File: src/rtl/thal_pkg.sv
package thal_pkg;

   localparam int DW          = 32;
   localparam int SLOT_W      = 8;
   localparam int CORE_BIT    = 0;
   localparam int TRIP_BIT    = 12;
   localparam int SEL_LSB     = 20;
   localparam int EVT_STRIDE  = 4;
   localparam int FALL_BASE   = 16;
   localparam int MAX_LEVELS  = 3;

   typedef enum logic [2:0] {
      RA_CTRL  = 3'd0,
      RA_RISE  = 3'd1,
      RA_FALL  = 3'd2,
      RA_IEN   = 3'd3,
      RA_STAT  = 3'd4,
      RA_CLR   = 3'd5,
      RA_TEMP  = 3'd6
   } reg_addr_e;

   function automatic int rise_pos(input int lvl);
      return EVT_STRIDE * lvl;
   endfunction

   function automatic int fall_pos(input int lvl);
      return FALL_BASE + EVT_STRIDE * lvl;
   endfunction

   function automatic logic [DW-1:0] evt_mask(input int levels);
      logic [DW-1:0] m;
      m = '0;
      for (int i = 0; i < levels; i++) begin
         m[rise_pos(i)] = 1'b1;
         m[fall_pos(i)] = 1'b1;
      end
      return m;
   endfunction

endpackage

File: src/rtl/thal_level_det.sv
module thal_level_det #(
   parameter int CODE_W = 8
) (
   input  logic              clk,
   input  logic              rst_n,
   input  logic              enable,
   input  logic              sample,
   input  logic [CODE_W-1:0] code,
   input  logic [CODE_W-1:0] rise_thr,
   input  logic [CODE_W-1:0] fall_thr,
   output logic              rise_evt,
   output logic              fall_evt
);

   logic above_rise_q;
   logic above_fall_q;
   logic at_rise;
   logic at_fall;

   assign at_rise  = (code >= rise_thr);
   assign at_fall  = (code >= fall_thr);
   assign rise_evt = enable & sample & at_rise & ~above_rise_q;
   assign fall_evt = enable & sample & ~at_fall & above_fall_q;

   always_ff @(posedge clk or negedge rst_n) begin
      if (!rst_n) begin
         above_rise_q <= 1'b0;
         above_fall_q <= 1'b0;
      end else if (!enable) begin
         above_rise_q <= 1'b0;
         above_fall_q <= 1'b0;
      end else if (sample) begin
         above_rise_q <= at_rise;
         above_fall_q <= at_fall;
      end
   end

endmodule

File: src/rtl/thal_trip.sv
module thal_trip #(
   parameter int CODE_W = 8
) (
   input  logic              clk,
   input  logic              rst_n,
   input  logic              core_en,
   input  logic              trip_en,
   input  logic [CODE_W-1:0] code_q,
   input  logic [CODE_W-1:0] trip_lvl,
   output logic              trip
);

   logic trip_q;

   always_ff @(posedge clk or negedge rst_n) begin
      if (!rst_n)
         trip_q <= 1'b0;
      else if (!core_en)
         trip_q <= 1'b0;
      else if (trip_en && (code_q >= trip_lvl))
         trip_q <= 1'b1;
   end

   assign trip = trip_q;

endmodule

File: src/rtl/thal_regs.sv
module thal_regs
   import thal_pkg::*;
#(
   parameter int ADDR_W = 3,
   parameter int CODE_W = 8,
   parameter int SEL_W  = 4,
   parameter int LEVELS = 3
) (
   input  logic              clk,
   input  logic              rst_n,
   input  logic              bus_we,
   input  logic [ADDR_W-1:0] bus_addr,
   input  logic [DW-1:0]     bus_wdata,
   output logic [DW-1:0]     bus_rdata,
   input  logic              temp_valid,
   input  logic [CODE_W-1:0] temp_code,
   input  logic [DW-1:0]     evt_vec,
   output logic              core_en,
   output logic              trip_en,
   output logic [SEL_W-1:0]  sel,
   output logic [CODE_W-1:0] rise_thr [LEVELS],
   output logic [CODE_W-1:0] fall_thr [LEVELS],
   output logic [CODE_W-1:0] trip_lvl,
   output logic [DW-1:0]     ien,
   output logic [DW-1:0]     stat,
   output logic [CODE_W-1:0] temp_q
);

   localparam logic [DW-1:0] VALID = evt_mask(LEVELS);

   logic [DW-1:0] rise_q, fall_q, ien_q, stat_q, clr_mask, ctrl_word;
   logic          core_q, trip_en_q;
   logic [SEL_W-1:0] sel_q;
   logic [CODE_W-1:0] code_q;
   logic wr_ctrl, wr_rise, wr_fall, wr_ien, wr_clr;

   assign wr_ctrl = bus_we && (bus_addr == ADDR_W'(RA_CTRL));
   assign wr_rise = bus_we && (bus_addr == ADDR_W'(RA_RISE));
   assign wr_fall = bus_we && (bus_addr == ADDR_W'(RA_FALL));
   assign wr_ien  = bus_we && (bus_addr == ADDR_W'(RA_IEN));
   assign wr_clr  = bus_we && (bus_addr == ADDR_W'(RA_CLR));

   assign clr_mask = wr_clr ? (bus_wdata & VALID) : '0;

   always_ff @(posedge clk or negedge rst_n) begin
      if (!rst_n) begin
         core_q    <= 1'b0;
         trip_en_q <= 1'b0;
         sel_q     <= '0;
         rise_q    <= '0;
         fall_q    <= '0;
         ien_q     <= '0;
         stat_q    <= '0;
         code_q    <= '0;
      end else begin
         if (wr_ctrl) begin
            core_q    <= bus_wdata[CORE_BIT];
            trip_en_q <= bus_wdata[TRIP_BIT];
            sel_q     <= bus_wdata[SEL_LSB +: SEL_W];
         end
         if (wr_rise) rise_q <= bus_wdata;
         if (wr_fall) fall_q <= bus_wdata;
         if (wr_ien)  ien_q  <= bus_wdata & VALID;
         stat_q <= (stat_q & ~clr_mask) | (evt_vec & VALID);
         if (temp_valid) code_q <= temp_code;
      end
   end

   always_comb begin
      ctrl_word = '0;
      ctrl_word[CORE_BIT] = core_q;
      ctrl_word[TRIP_BIT] = trip_en_q;
      ctrl_word[SEL_LSB +: SEL_W] = sel_q;
   end

   always_comb begin
      case (bus_addr)
         ADDR_W'(RA_CTRL): bus_rdata = ctrl_word;
         ADDR_W'(RA_RISE): bus_rdata = rise_q;
         ADDR_W'(RA_FALL): bus_rdata = fall_q;
         ADDR_W'(RA_IEN):  bus_rdata = ien_q;
         ADDR_W'(RA_STAT): bus_rdata = stat_q;
         ADDR_W'(RA_TEMP): bus_rdata = {{(DW-CODE_W){1'b0}}, code_q};
         default:          bus_rdata = '0;
      endcase
   end

   for (genvar k = 0; k < LEVELS; k++) begin : g_thr
      assign rise_thr[k] = rise_q[SLOT_W*(k+1) +: CODE_W];
      assign fall_thr[k] = fall_q[SLOT_W*(k+1) +: CODE_W];
   end

   assign trip_lvl = rise_q[SLOT_W*MAX_LEVELS +: CODE_W];
   assign core_en  = core_q;
   assign trip_en  = trip_en_q;
   assign sel      = sel_q;
   assign ien      = ien_q;
   assign stat     = stat_q;
   assign temp_q   = code_q;

endmodule

File: src/rtl/thermal_alarm_unit.sv
module thermal_alarm_unit
   import thal_pkg::*;
#(
   parameter int ADDR_W = 3,
   parameter int CODE_W = 8,
   parameter int SEL_W  = 4,
   parameter int LEVELS = 3
) (
   input  logic              clk,
   input  logic              rst_n,
   input  logic              bus_we,
   input  logic [ADDR_W-1:0] bus_addr,
   input  logic [DW-1:0]     bus_wdata,
   output logic [DW-1:0]     bus_rdata,
   input  logic              temp_valid,
   input  logic [CODE_W-1:0] temp_code,
   output logic [SEL_W-1:0]  sensor_sel,
   output logic              irq,
   output logic              trip
);

   if (ADDR_W < 3) begin : g_bad_addr
      $error("ADDR_W must cover seven registers");
   end
   if (CODE_W < 1 || CODE_W > SLOT_W) begin : g_bad_code
      $error("CODE_W must fit one threshold byte");
   end
   if (LEVELS < 1 || LEVELS > MAX_LEVELS) begin : g_bad_lvl
      $error("LEVELS must be 1 to 3");
   end
   if (SEL_W < 1 || SEL_LSB + SEL_W > DW) begin : g_bad_sel
      $error("SEL_W does not fit the control word");
   end

   logic              core_en, trip_en;
   logic [CODE_W-1:0] rise_thr [LEVELS];
   logic [CODE_W-1:0] fall_thr [LEVELS];
   logic [CODE_W-1:0] trip_lvl, temp_q;
   logic [DW-1:0]     ien_vec, stat_vec, evt_vec;
   logic [LEVELS-1:0] rise_e, fall_e;

   thal_regs #(
      .ADDR_W(ADDR_W), .CODE_W(CODE_W), .SEL_W(SEL_W), .LEVELS(LEVELS)
   ) u_regs (
      .clk(clk), .rst_n(rst_n),
      .bus_we(bus_we), .bus_addr(bus_addr), .bus_wdata(bus_wdata),
      .bus_rdata(bus_rdata),
      .temp_valid(temp_valid), .temp_code(temp_code),
      .evt_vec(evt_vec),
      .core_en(core_en), .trip_en(trip_en), .sel(sensor_sel),
      .rise_thr(rise_thr), .fall_thr(fall_thr), .trip_lvl(trip_lvl),
      .ien(ien_vec), .stat(stat_vec), .temp_q(temp_q)
   );

   for (genvar k = 0; k < LEVELS; k++) begin : g_lvl
      thal_level_det #(.CODE_W(CODE_W)) u_det (
         .clk(clk), .rst_n(rst_n),
         .enable(core_en), .sample(temp_valid), .code(temp_code),
         .rise_thr(rise_thr[k]), .fall_thr(fall_thr[k]),
         .rise_evt(rise_e[k]), .fall_evt(fall_e[k])
      );
   end

   always_comb begin
      evt_vec = '0;
      for (int k = 0; k < LEVELS; k++) begin
         evt_vec[rise_pos(k)] = rise_e[k];
         evt_vec[fall_pos(k)] = fall_e[k];
      end
   end

   assign irq = |(stat_vec & ien_vec);

   thal_trip #(.CODE_W(CODE_W)) u_trip (
      .clk(clk), .rst_n(rst_n),
      .core_en(core_en), .trip_en(trip_en),
      .code_q(temp_q), .trip_lvl(trip_lvl),
      .trip(trip)
   );

endmodule

File: config.mk
export PLATFORM = sky130hd
export DESIGN_NAME = thermal_alarm_unit
export DESIGN_NICKNAME = d
export VERILOG_FILES = /design/src/rtl/thal_pkg.sv /design/src/rtl/thal_level_det.sv /design/src/rtl/thal_trip.sv /design/src/rtl/thal_regs.sv /design/src/rtl/thermal_alarm_unit.sv
export SDC_FILE = /design/constraint.sdc
export NUM_CORES = 1
export LEC_CHECK = 0
export CAP_MARGIN = 20
export CORE_MARGIN = 1.5
export CORE_UTILIZATION = 51
export CTS_BUF_LIST = sky130_fd_sc_hd__clkbuf_8
export CTS_CLUSTER_DIAMETER = 80
export DETAILED_ROUTE_END_ITERATION = 10
export GPL_ROUTABILITY_DRIVEN = 0
export PLACE_DENSITY = 0.88
export SETUP_SLACK_MARGIN = 0.5
export SYNTH_ARGS = -nofsm -noshare
export SYNTH_HDL_FRONTEND = slang
export SYNTH_SLANG_ARGS = --single-unit
File: constraint.sdc
create_clock -name clk -period 2.15 [get_ports clk]
set_input_delay 0.5375 -clock clk [delete_from_list [all_inputs] [get_ports clk]]
set_output_delay 0.5375 -clock clk [all_outputs]
set_load 0.01 [all_outputs]
==> results.md <==
* # diodes at 0
* PnR worst setup slack at -0.0660 ns
* Core Footprint at 0.0109 sq mm
* Syn Inst Count at 523
* Synthesized net count at 626
* Pre-Repair DR Iteration Count at 5
* Drt wl/cell at 25.9 um
* Final period util at 103%
* Max Fclk at between 400 and 500 MHz
* Fill cells at approximately 640
* RSZ-0062 raised after global routing: true
* Worst setup path class: in2out
* Slew margin rel. at 68.6%
* # IOs at 85
* CTS tree: done
* Skew-Pair Late Insertion Delay at 0.39 ns
* Clock Sinks at 97
* Worst Path Arrival at between 1.5 and 2 ns
* Post-synth EDFFs at 0
* Tot GR Track Use at around 33%
* Cell Chain, Critical Path: buf_6 > buf_12 > nor3b_4 > buf_4 > buf_6 > buf_12 > a22o_1 > buf_2
* Final Slew Violations at 0
* Outcome: finished with violations
* Synth unique cells at between 40 and 50
* Drt drc at 0
* Die W at ~110 um
* Min cycle time layout at ~2.2 ns
* Synth top area share at a little over two fifths
* Ys async rst share at 100%
* Initial Util at a little over half
* Post-route ant nets at 0
* Sequential share of the synthesized area at 42.1%
* Area of the multi-input gates at 0.00363 sq mm
* Endpoints failing setup at 19
* # rows at 38
* # hold bufs at CTS at 0
* CTS HTree Levels at 3
* IO buf count at 84
* Area growth, synth to finish at 44.3%
* Critical Path Fanout Max at 6
* Critical R2R Launch: u_regs.rise_q[24]$_DFFE_PN0P_
* Design Power at 6.62 mW
* First-pass GRT wire length at around 29 mm
* Share of cells above drive strength 1 at 45.0%
* Fin. Hold Viols at 0
* Lkg Pwr at 3.89 nW
* CTS root buffer: clkbuf_8
* R2R depth at 6
* Synth Register Bits at 97
* Drt first-iter violations at 480
* VDD IR-drop max at approximately 0.00049 V
* Critical Path RT at about 1.6 ns
* Min Hold Slack at between 0.09 and 0.1 ns
* Register area at 0.00243 sq mm
* CP max stage cell: nor3b_4
* Count leader, synth: dfrtp_1
* R2r setup slk at 0.30 ns
* Synth warn at 0
* Synthesized cell area at between 0.005 and 0.006 sq mm
* Worst slew pin tran at around 0.47 ns
* DIE HEIGHT at 109 um
* Failing checks: negative setup slack
* HPWL after DPL at 11.4 mm
* Largest stage delay, worst path at 0.22 ns
* Largest net degree at the start of global routing at 42
* Remaining global-route overflow at 0
* Area contributors post-synth: dfrtp_1 (42%), ha_1 (12%), mux2_4 (7.8%)
* DR vias/cell at 6.38
* Hold WC Path Type: in2async
* Clk slew on worst S/H paths at 0.09 ns
* Total number of vias at around 5300
* R2R Path End: u_regs.stat[8]$_DFF_PN0_
* Nets at 783
* Vias in the first global route at ~5300
* Die footprint at 0.0120 sq mm
* Ys flop type: dfrtp_1
* Element type at the critical path start: primary input
* Worst Clk Skew at 0.0127 ns
* Crit end category: output pin
* Post-synth top cells: dfrtp_1 (97), ha_1 (56), inv_1 (48), nand2_1 (48), o21ai_0 (42)
* Synth Area per Inst at 11.0 sq um
* Pwr Density at 795 mW/mm^2
* Maxcap violations at 0
* CTS Buf Count at 9
* WL final at 21.3 mm
* Initial antenna violation count at 0
* Deepest clock path buffer count at 2
* Leading area contributor after synthesis: dfrtp_1
==> state kept, by name (all words and copies together), names as in the netlist <==
signal                    flops
u_regs.fall_q                32
u_regs.core_en                1
u_regs.ien                    6
g_lvl.u_det.above_rise_q      3
u_regs.rise_q                32
u_regs.trip_en                1
u_regs.stat                   6
u_regs.sel                    4
u_trip.trip                   1
g_lvl.u_det.above_fall_q      3
u_regs.temp_q                 8
==> cell families after synthesis <==
family | after synthesis | share of synthesized area, %
AOI/OAI and AO/OA | 119 | 13.3
and+or+nand+nor | 100 | 8.74
DFF | 97 | 42.1
muxes | 81 | 17.6
buffers and inverters | 70 | 6.12
adders and majority gates | 56 | 12.2
==> stage by stage <==
step	worst slack (ns)	TNS [ns]	utilization (%)	std cells	cell area [sq um]
after detailed placement	-0.718	-40.41	65.3	768	7140
after floorplan	0.309	0	-	523	5930
after global routing	-0.114	-1.33	76.1	824	8320
after global placement	-0.691	-37.14	65.3	768	7140
final	-0.0660	-0.565	76.1	824	8320
after CTS	-0.0195	-0.0815	72.7	816	7950
==> layout make-up <==
class / count / share of cell area [%]
sequential: 97 / 29.2
tap: 140 / 2.11
clock inverter: 4 / 0.632
multi-input combinational: 356 / 43.6
timing repair buffer: 168 / 20.3
inverter: 48 / 2.29
clock buffer: 11 / 1.82
==> layer usage <==
layer  global-route usage, %  wire (um)  vias up
met2                    54.0      10100      336
met3                    7.11       1810      121
met5                       0          0        -
li1                        -          -     2186
met1                    40.3       7930     2616
met4                    18.3       1440        0
==> timing repair <==
item	CTS	global route
buffers inserted	27	6
endpoints found under the setup margin	126	92
hold endpoints to repair	0	0
resized for setup	255	80
pin swaps	37	29
cloned	6	2
==> worst max-delay path by stage <==
stage | cells after the start | to | slack (ns) | startpoint
5_1_grt | 9 | bus_rdata[7] | -0.11 | bus_addr[2]
4_1_cts | 8 | bus_rdata[11] | -0.02 | bus_addr[2]
6_report | 8 | bus_rdata[31] | -0.07 | bus_addr[2]
2_1_floorplan | 5 | bus_rdata[11] | 0.31 | bus_addr[0]
3_3_place_gp | 6 | bus_rdata[0] | -0.69 | bus_addr[1]
3_5_place_dp | 7 | bus_rdata[2] | -0.72 | bus_addr[2]
==> cell usage in the layout (no fill, tap or decap), drive strengths merged, types with 2 or more instances in the layout <==
| cell type | instances |
|---|---|
| a22o | 17 |
| a21boi | 6 |
| buf | 121 |
| nand3 | 2 |
| o21a | 2 |
| clkbuf | 18 |
| clkdlybuf4s15 | 2 |
| nand2b | 7 |
| o31ai | 3 |
| nand2 | 48 |
| o41ai | 3 |
| o22ai | 6 |
| clkinv | 4 |
| mux2 | 63 |
| and2 | 2 |
| nor3b | 2 |
| nor3 | 4 |
| mux2i | 17 |
| nor2b | 3 |
| inv | 47 |
| clkdlybuf4s50 | 33 |
| a211oi | 3 |
| ha | 56 |
| nor4 | 3 |
| a31o | 3 |
| a2111o | 2 |
| and3 | 4 |
| dlygate4sd2 | 4 |
| a21oi | 18 |
| a22oi | 7 |
| nor2 | 20 |
| dfrtp | 97 |
| o21ai | 42 |
| a31oi | 5 |
==> critical path: cells and delay by family <==
family | cells | cell delay (ns)
simple gates | 1 | 0.22
buf+inv | 6 | 0.77
compound gates | 1 | 0.16
==> where the power goes <==
part | leakage, nW | switching (mW) | internal (mW) | total, mW
Sequential | 1.17 | 0.445 | 2.23 | 2.68
Clock | 0.105 | 0.693 | 0.598 | 1.29
Combinational | 2.61 | 1.30 | 1.35 | 2.65
Total | 3.89 | 2.44 | 4.18 | 6.62
(Power assumes the default switching activity.)
